===== src/rtl/bkp_pkg.sv =====
package bkp_pkg;
  typedef enum logic [2:0] {S_HOLD, S_NORMAL, S_ARM, S_SAVE, S_RESTORE} state_e;
  typedef enum logic [1:0] {
    M_NORMAL  = 2'b00,
    M_SAVE    = 2'b01,
    M_RESTORE = 2'b10,
    M_HOLD    = 2'b11
  } mode_e;
  typedef enum logic [1:0] {X_IDLE, X_SAVE, X_RESTORE} xdir_e;
  typedef struct packed {
    logic  err;
    logic  busy;
    logic  valid;
    mode_e mode;
  } status_t;
endpackage


===== src/rtl/bkp_req_filter.sv =====
// Synchronizes the asynchronous request and demands two consecutive low samples.
module bkp_req_filter (
  input  logic clk,
  input  logic rst_n,
  input  logic req_n_async,
  output logic req_ok
);
  logic meta_q, sync_q, prev_q;

  always_ff @(posedge clk or negedge rst_n) begin
    if (!rst_n) begin
      meta_q <= 1'b1;
      sync_q <= 1'b1;
      prev_q <= 1'b1;
    end else begin
      meta_q <= req_n_async;
      sync_q <= meta_q;
      prev_q <= sync_q;
    end
  end

  assign req_ok = !sync_q && !prev_q;
endmodule


===== src/rtl/bkp_budget_timer.sv =====
// Counts cycles of an active save window; flags the last allowed cycle.
module bkp_budget_timer #(
  parameter int HOLDUP_CYCLES = 125000
) (
  input  logic clk,
  input  logic rst_n,
  input  logic start,
  input  logic run,
  output logic expired
);
  localparam int TW = (HOLDUP_CYCLES > 2) ? $clog2(HOLDUP_CYCLES) : 1;
  localparam logic [TW-1:0] LAST = TW'(HOLDUP_CYCLES - 1);

  logic [TW-1:0] tmr_q;

  always_ff @(posedge clk or negedge rst_n) begin
    if (!rst_n)                     tmr_q <= '0;
    else if (start)                 tmr_q <= '0;
    else if (run && tmr_q != LAST)  tmr_q <= tmr_q + 1'b1;
  end

  assign expired = run && (tmr_q == LAST);
endmodule


===== src/rtl/bkp_xfer_path.sv =====
// Steers the two copy streams and counts beats of the active direction.
module bkp_xfer_path
  import bkp_pkg::*;
#(
  parameter int WORD_W = 72,
  parameter int WORDS  = 4096
) (
  input  logic              clk,
  input  logic              rst_n,
  input  logic              start,
  input  xdir_e             dir,
  input  logic              dram_rd_valid,
  output logic              dram_rd_ready,
  input  logic [WORD_W-1:0] dram_rd_data,
  output logic              nand_wr_valid,
  input  logic              nand_wr_ready,
  output logic [WORD_W-1:0] nand_wr_data,
  input  logic              nand_rd_valid,
  output logic              nand_rd_ready,
  input  logic [WORD_W-1:0] nand_rd_data,
  output logic              dram_wr_valid,
  input  logic              dram_wr_ready,
  output logic [WORD_W-1:0] dram_wr_data,
  output logic              last_beat
);
  localparam int CW = (WORDS > 2) ? $clog2(WORDS) : 1;
  localparam logic [CW-1:0] LAST_IDX = CW'(WORDS - 1);

  logic          save_on, rest_on, beat;
  logic [CW-1:0] cnt_q;

  assign save_on = (dir == X_SAVE);
  assign rest_on = (dir == X_RESTORE);

  // Words travel verbatim: data and check bits are never recomputed.
  assign nand_wr_valid = save_on & dram_rd_valid;
  assign dram_rd_ready = save_on & nand_wr_ready;
  assign nand_wr_data  = dram_rd_data;
  assign dram_wr_valid = rest_on & nand_rd_valid;
  assign nand_rd_ready = rest_on & dram_wr_ready;
  assign dram_wr_data  = nand_rd_data;

  assign beat = (save_on & dram_rd_valid & nand_wr_ready) |
                (rest_on & nand_rd_valid & dram_wr_ready);
  assign last_beat = beat && (cnt_q == LAST_IDX);

  always_ff @(posedge clk or negedge rst_n) begin
    if (!rst_n)     cnt_q <= '0;
    else if (start) cnt_q <= '0;
    else if (beat)  cnt_q <= cnt_q + 1'b1;
  end
endmodule


===== src/rtl/dram_backup_ctrl.sv =====
module dram_backup_ctrl
  import bkp_pkg::*;
#(
  parameter int DATA_W        = 64,
  parameter int ECC_W         = 8,
  parameter int WORDS         = 4096,
  parameter int HOLDUP_CYCLES = 125000
) (
  input  logic                    clk,
  input  logic                    rst_n,
  input  logic                    save_req_n,
  input  logic                    pwr_good,
  input  logic                    sr_ack,
  output logic                    iso_open,
  input  logic                    dram_rd_valid,
  output logic                    dram_rd_ready,
  input  logic [DATA_W+ECC_W-1:0] dram_rd_data,
  output logic                    nand_wr_valid,
  input  logic                    nand_wr_ready,
  output logic [DATA_W+ECC_W-1:0] nand_wr_data,
  input  logic                    nand_rd_valid,
  output logic                    nand_rd_ready,
  input  logic [DATA_W+ECC_W-1:0] nand_rd_data,
  output logic                    dram_wr_valid,
  input  logic                    dram_wr_ready,
  output logic [DATA_W+ECC_W-1:0] dram_wr_data,
  output logic [4:0]              status
);
  localparam int WORD_W = DATA_W + ECC_W;

  state_e  state_q, nxt;
  logic    valid_q, err_q;
  logic    req_ok, expired, last_beat, timer_run;
  logic    tmr_start, x_start, set_valid, clr_valid, set_err, clr_err;
  xdir_e   dir;
  status_t st;

  bkp_req_filter u_filt (
    .clk(clk), .rst_n(rst_n), .req_n_async(save_req_n), .req_ok(req_ok)
  );

  assign timer_run = (state_q == S_ARM) || (state_q == S_SAVE);

  bkp_budget_timer #(.HOLDUP_CYCLES(HOLDUP_CYCLES)) u_tmr (
    .clk(clk), .rst_n(rst_n), .start(tmr_start), .run(timer_run), .expired(expired)
  );

  always_comb begin
    case (state_q)
      S_SAVE:    dir = X_SAVE;
      S_RESTORE: dir = X_RESTORE;
      default:   dir = X_IDLE;
    endcase
  end

  bkp_xfer_path #(.WORD_W(WORD_W), .WORDS(WORDS)) u_xfer (
    .clk(clk), .rst_n(rst_n), .start(x_start), .dir(dir),
    .dram_rd_valid(dram_rd_valid), .dram_rd_ready(dram_rd_ready), .dram_rd_data(dram_rd_data),
    .nand_wr_valid(nand_wr_valid), .nand_wr_ready(nand_wr_ready), .nand_wr_data(nand_wr_data),
    .nand_rd_valid(nand_rd_valid), .nand_rd_ready(nand_rd_ready), .nand_rd_data(nand_rd_data),
    .dram_wr_valid(dram_wr_valid), .dram_wr_ready(dram_wr_ready), .dram_wr_data(dram_wr_data),
    .last_beat(last_beat)
  );

  always_comb begin
    nxt       = state_q;
    tmr_start = 1'b0;
    x_start   = 1'b0;
    set_valid = 1'b0;
    clr_valid = 1'b0;
    set_err   = 1'b0;
    clr_err   = 1'b0;
    case (state_q)
      S_HOLD: begin
        if (pwr_good && !req_ok) begin
          if (valid_q) begin
            nxt     = S_RESTORE;
            x_start = 1'b1;
          end else begin
            nxt = S_NORMAL;
          end
        end
      end
      S_NORMAL: begin
        if (req_ok) begin
          nxt       = S_ARM;
          tmr_start = 1'b1;
          clr_err   = 1'b1;
        end
      end
      S_ARM: begin
        if (expired) begin
          nxt       = S_HOLD;
          set_err   = 1'b1;
          clr_valid = 1'b1;
        end else if (sr_ack) begin
          nxt       = S_SAVE;
          x_start   = 1'b1;
          clr_valid = 1'b1;
        end
      end
      S_SAVE: begin
        // A final beat in the last budget cycle counts as completion.
        if (last_beat) begin
          nxt       = S_HOLD;
          set_valid = 1'b1;
        end else if (expired) begin
          nxt       = S_HOLD;
          set_err   = 1'b1;
          clr_valid = 1'b1;
        end
      end
      S_RESTORE: begin
        if (req_ok) begin
          nxt       = S_SAVE;
          x_start   = 1'b1;
          tmr_start = 1'b1;
          clr_err   = 1'b1;
        end else if (last_beat) begin
          nxt = S_NORMAL;
        end
      end
      default: nxt = S_HOLD;
    endcase
  end

  always_ff @(posedge clk or negedge rst_n) begin
    if (!rst_n) begin
      state_q <= S_HOLD;
      valid_q <= 1'b0;
      err_q   <= 1'b0;
    end else begin
      state_q <= nxt;
      if (set_valid)      valid_q <= 1'b1;
      else if (clr_valid) valid_q <= 1'b0;
      if (set_err)        err_q <= 1'b1;
      else if (clr_err)   err_q <= 1'b0;
    end
  end

  always_comb begin
    st.valid = valid_q;
    st.err   = err_q;
    st.busy  = (state_q == S_ARM) || (state_q == S_SAVE) || (state_q == S_RESTORE);
    case (state_q)
      S_SAVE:    st.mode = M_SAVE;
      S_RESTORE: st.mode = M_RESTORE;
      S_HOLD:    st.mode = M_HOLD;
      default:   st.mode = M_NORMAL;
    endcase
  end

  assign status   = st;
  assign iso_open = (state_q == S_SAVE) || (state_q == S_RESTORE) || (state_q == S_HOLD);
endmodule


===== config.mk =====
export PLATFORM = sky130hd
export DESIGN_NAME = dram_backup_ctrl
export DESIGN_NICKNAME = d
export VERILOG_FILES = /design/src/rtl/bkp_pkg.sv /design/src/rtl/bkp_req_filter.sv /design/src/rtl/bkp_budget_timer.sv /design/src/rtl/bkp_xfer_path.sv /design/src/rtl/dram_backup_ctrl.sv
export SDC_FILE = /design/constraint.sdc
export NUM_CORES = 1
export LEC_CHECK = 0
export ABC_CLOCK_PERIOD_IN_PS = 4400
export BUFFER_PORTS_ARGS = -buffer_cell sky130_fd_sc_hd__buf_2
export CAP_MARGIN = 40
export CORE_AREA = 2 2 120 122
export DETAILED_ROUTE_END_ITERATION = 10
export DIE_AREA = 0 0 122 124
export SYNTH_ARGS = -nofsm -noshare
export SYNTH_HDL_FRONTEND = slang
export SYNTH_SLANG_ARGS = --single-unit

===== constraint.sdc =====
create_clock -name clk -period 4.4 [get_ports clk]
set_clock_uncertainty 0.2 [all_clocks]
set_input_delay 1.1 -clock clk [delete_from_list [all_inputs] [get_ports clk]]
set_output_delay 1.1 -clock clk [all_outputs]
set_load 0.01 [all_outputs]

==> qor.txt <==
Status: finished, final reports clean
FF-to-FF path depth: 5
N_diodes: 0
Top post-synthesis cells by area: buf_4 35%, dfrtp_1 27%, xnor2_1 3.3%
Final Cell Area: 2530 um2
R2R Setup Slk: 1.99 ns
Post-CTS Hold Fix Bufs: 0
Clock Latency Late Sink: 0.28 ns
Initial DRC Count: 99
Critical Path Source Type: flip-flop
Routed Antenna Nets: 0
Maximum vdd drop: 219 uV
Initial antenna violation count: 0
Final std cells w/o fill: 414
Htree depth: 2
IO buf count: 18
Part of the power in registers: 43.6%
CP cell instances: and3b_1 > or2_2 > buf_2
Post-detail-place hpwl: 4810 um
Core Util, Final: 18.4%
Final Max Tran Viols: 0
Hold_sp: u_filt.meta_q
Clock Tree Buf Depth: 2
Number of synthesized flops with an enable pin: 0
Core area: 13700 um2
GR Layer Usage met3: 3.75%
Arrival @ worst endpoint: 1.61 ns
Share of cells above drive strength 1: 20.1%
Netlist cell types: 50
First-pass DRT Iterations: 4
Final nets: 388
Final wirelength: 6360 um
Top-area cell type share of the netlist area: 34.8%
WHS Endpoint: u_filt.sync_q
DR vias: 1840
Cts repair resizes: 0
Vias per cell: 4.44
Top Usage Layer GRT: met2
Power per Cell Area: 348 nW/um2
Fmax: 344 MHz
RR Endpoint: state_q[2]
Max_cap viols: 0
Post-Syn Nets: 514
Switch Pwr: 206 uW
First-pass GRT wire length: 10100 um
Synthesized area per cell: 8.84 um2
CTS Buf Count: 5
Number of fill cells in the layout: 1531
Final setup TNS: 0 ns
# IOs: 307
Period utilisation layout: 66.1%
RSZ-0062 raised after global routing: false
Number of global-route vias before repair: 1879
Slowest-stage cell, CP: dfrtp_1
Reg clk slew, reported paths: 0.05 ns
All-Layer GR Usage: 8.52%
Cell Rows: 43
WP buf/inv: 1
Pre-CTS setup slack: 1.54 ns
Clock tree from TritonCTS: done
Register area: 930 um2
Crit path kind: flip-flop to output port
Slowest stage delay, CP: 0.58 ns
Cells after DPL: 406
Mapped cell area: 3170 um2
GRT overflow: 0
DIE HEIGHT: 124 um
Switching share of total power: 23.4%
Root Buffer: clkbuf_16
P&R area growth vs syn: -20.3%
Final hold vios: 0
Setup violators final: 0
Worst reg2reg startpoint: u_tmr.tmr_q[5]
FFs w/ async S/R, synth: 100%
Worst Setup End Kind: output port
Largest net degree at the start of global routing: 38
DRC violations left: 0
Fin Hold WS: 0.155 ns
Post-synth top flop: dfrtp_1
Die X: 122 um
Area post-placement: 2360 um2
DR WL/cell: 15.4 um
Slew HR: 43.0%
Crit-path leading delay family: simple AND/OR/NAND/NOR gates
Critical-path maximum fanout: 13
Grt met1 use: 8.77%
Initial Utilization: 23.1%
Worst hold path depth: 0
Lkg Pwr: 1.00 nW
Yosys warning total: 0
Min-delay worst type: flip-flop to flip-flop
Comb pwr share: 8.5%
Internal Dissipation: 674 uW
M2 GR Usage: 15.0%
Number of buffers added for setup after CTS: 0
Most common cell after layout, fill and taps aside: dfrtp_1
Area of the multi-input gates: 1090 um2
Clock power frac: 48.0%
Data required, critical path: 3.10 ns
Clock Sinks: 37
Post-synthesis sequential area ratio: 29.3%
Final min period: 2.91 ns
Most frequent cells in the layout: 34 x dfrtp_1, 24 x nor2_1, 19 x nand2_1
GPL Wtd Cong: 0.742
Slew @ Worst Pin: 0.855 ns
Total power: 880 uW
Cell taking the most area after synthesis: buf_4
Syn Inst Count: 359
Final WS setup: 1.49 ns
Die footprint: 15100 um2
Yosys reg bits: 37
==> worst max path at each step <==
stage,start,to,depth (start not counted)
after detailed placement,nand_rd_valid,dram_wr_valid,3
final,state_q[2],iso_open,3
after CTS,state_q[2],iso_open,3
after global placement,nand_rd_valid,dram_wr_valid,3
after global routing,state_q[2],iso_open,3
after floorplan,nand_rd_valid,dram_wr_valid,1
==> cell families (layout without fill, tap and decap cells) <==
logic type	Yosys count	count (layout)	synth area share, %
AO/OA/AOI/OAI	30	30	6.90
XOR/XNOR	20	20	5.52
adder cells (fa/ha/maj)	2	2	0.789
buffers and inverters	155	30	36.3
flip-flops	37	37	29.3
multiplexers	3	3	0.946
AND/OR/NAND/NOR	112	112	20.3
==> sequential cells by signal (all words and copies together) (netlist names) <==
| register | cells |
|---|---|
| u_filt.prev_q | 1 |
| valid_q | 1 |
| u_tmr.tmr_q | 17 |
| err_q | 1 |
| u_filt.meta_q | 1 |
| u_filt.sync_q | 1 |
| state_q | 3 |
| u_xfer.cnt_q | 12 |
==> synthesized netlist by cell type, drive strengths merged (4+ instances only) <==
master	count
nand2	19
nor3	4
nor4	4
xnor2	12
xor2	8
dfrtp	34
a21oi	9
or3	7
nand3	12
and3	5
nor2	29
buf	151
nand4	10
and2	4
o21ai	9
==> cell type report <==
cell class                      instances  share of cell area, %
Inverter                                3                  0.445
Timing Repair Buffer                   19                   3.86
Multi-Input combinational cell        167                   43.2
Clock inverter                          1                   1.19
Clock buffer                            7                   5.64
Tap cell                              180                   8.91
Sequential cell                        37                   36.8
==> power by group through the flow <==
stage / sequential [mW] / combinational, mW / clock [mW]
2_1_floorplan: 0.382 / 0.187 / 0
3_3_place_gp: 0.387 / 0.0701 / 0
3_5_place_dp: 0.389 / 0.0757 / 0
4_1_cts: 0.383 / 0.0763 / 0.429
5_1_grt: 0.388 / 0.0831 / 0.446
6_report: 0.383 / 0.0743 / 0.422
==> routing by layer <==
layer | wire length [um] | up-vias
met4 | 135 | 0
li1 | - | 808
met3 | 630 | 24
met2 | 3320 | 112
met1 | 2270 | 896
met5 | 0 | -
(Power assumes the default switching activity.)
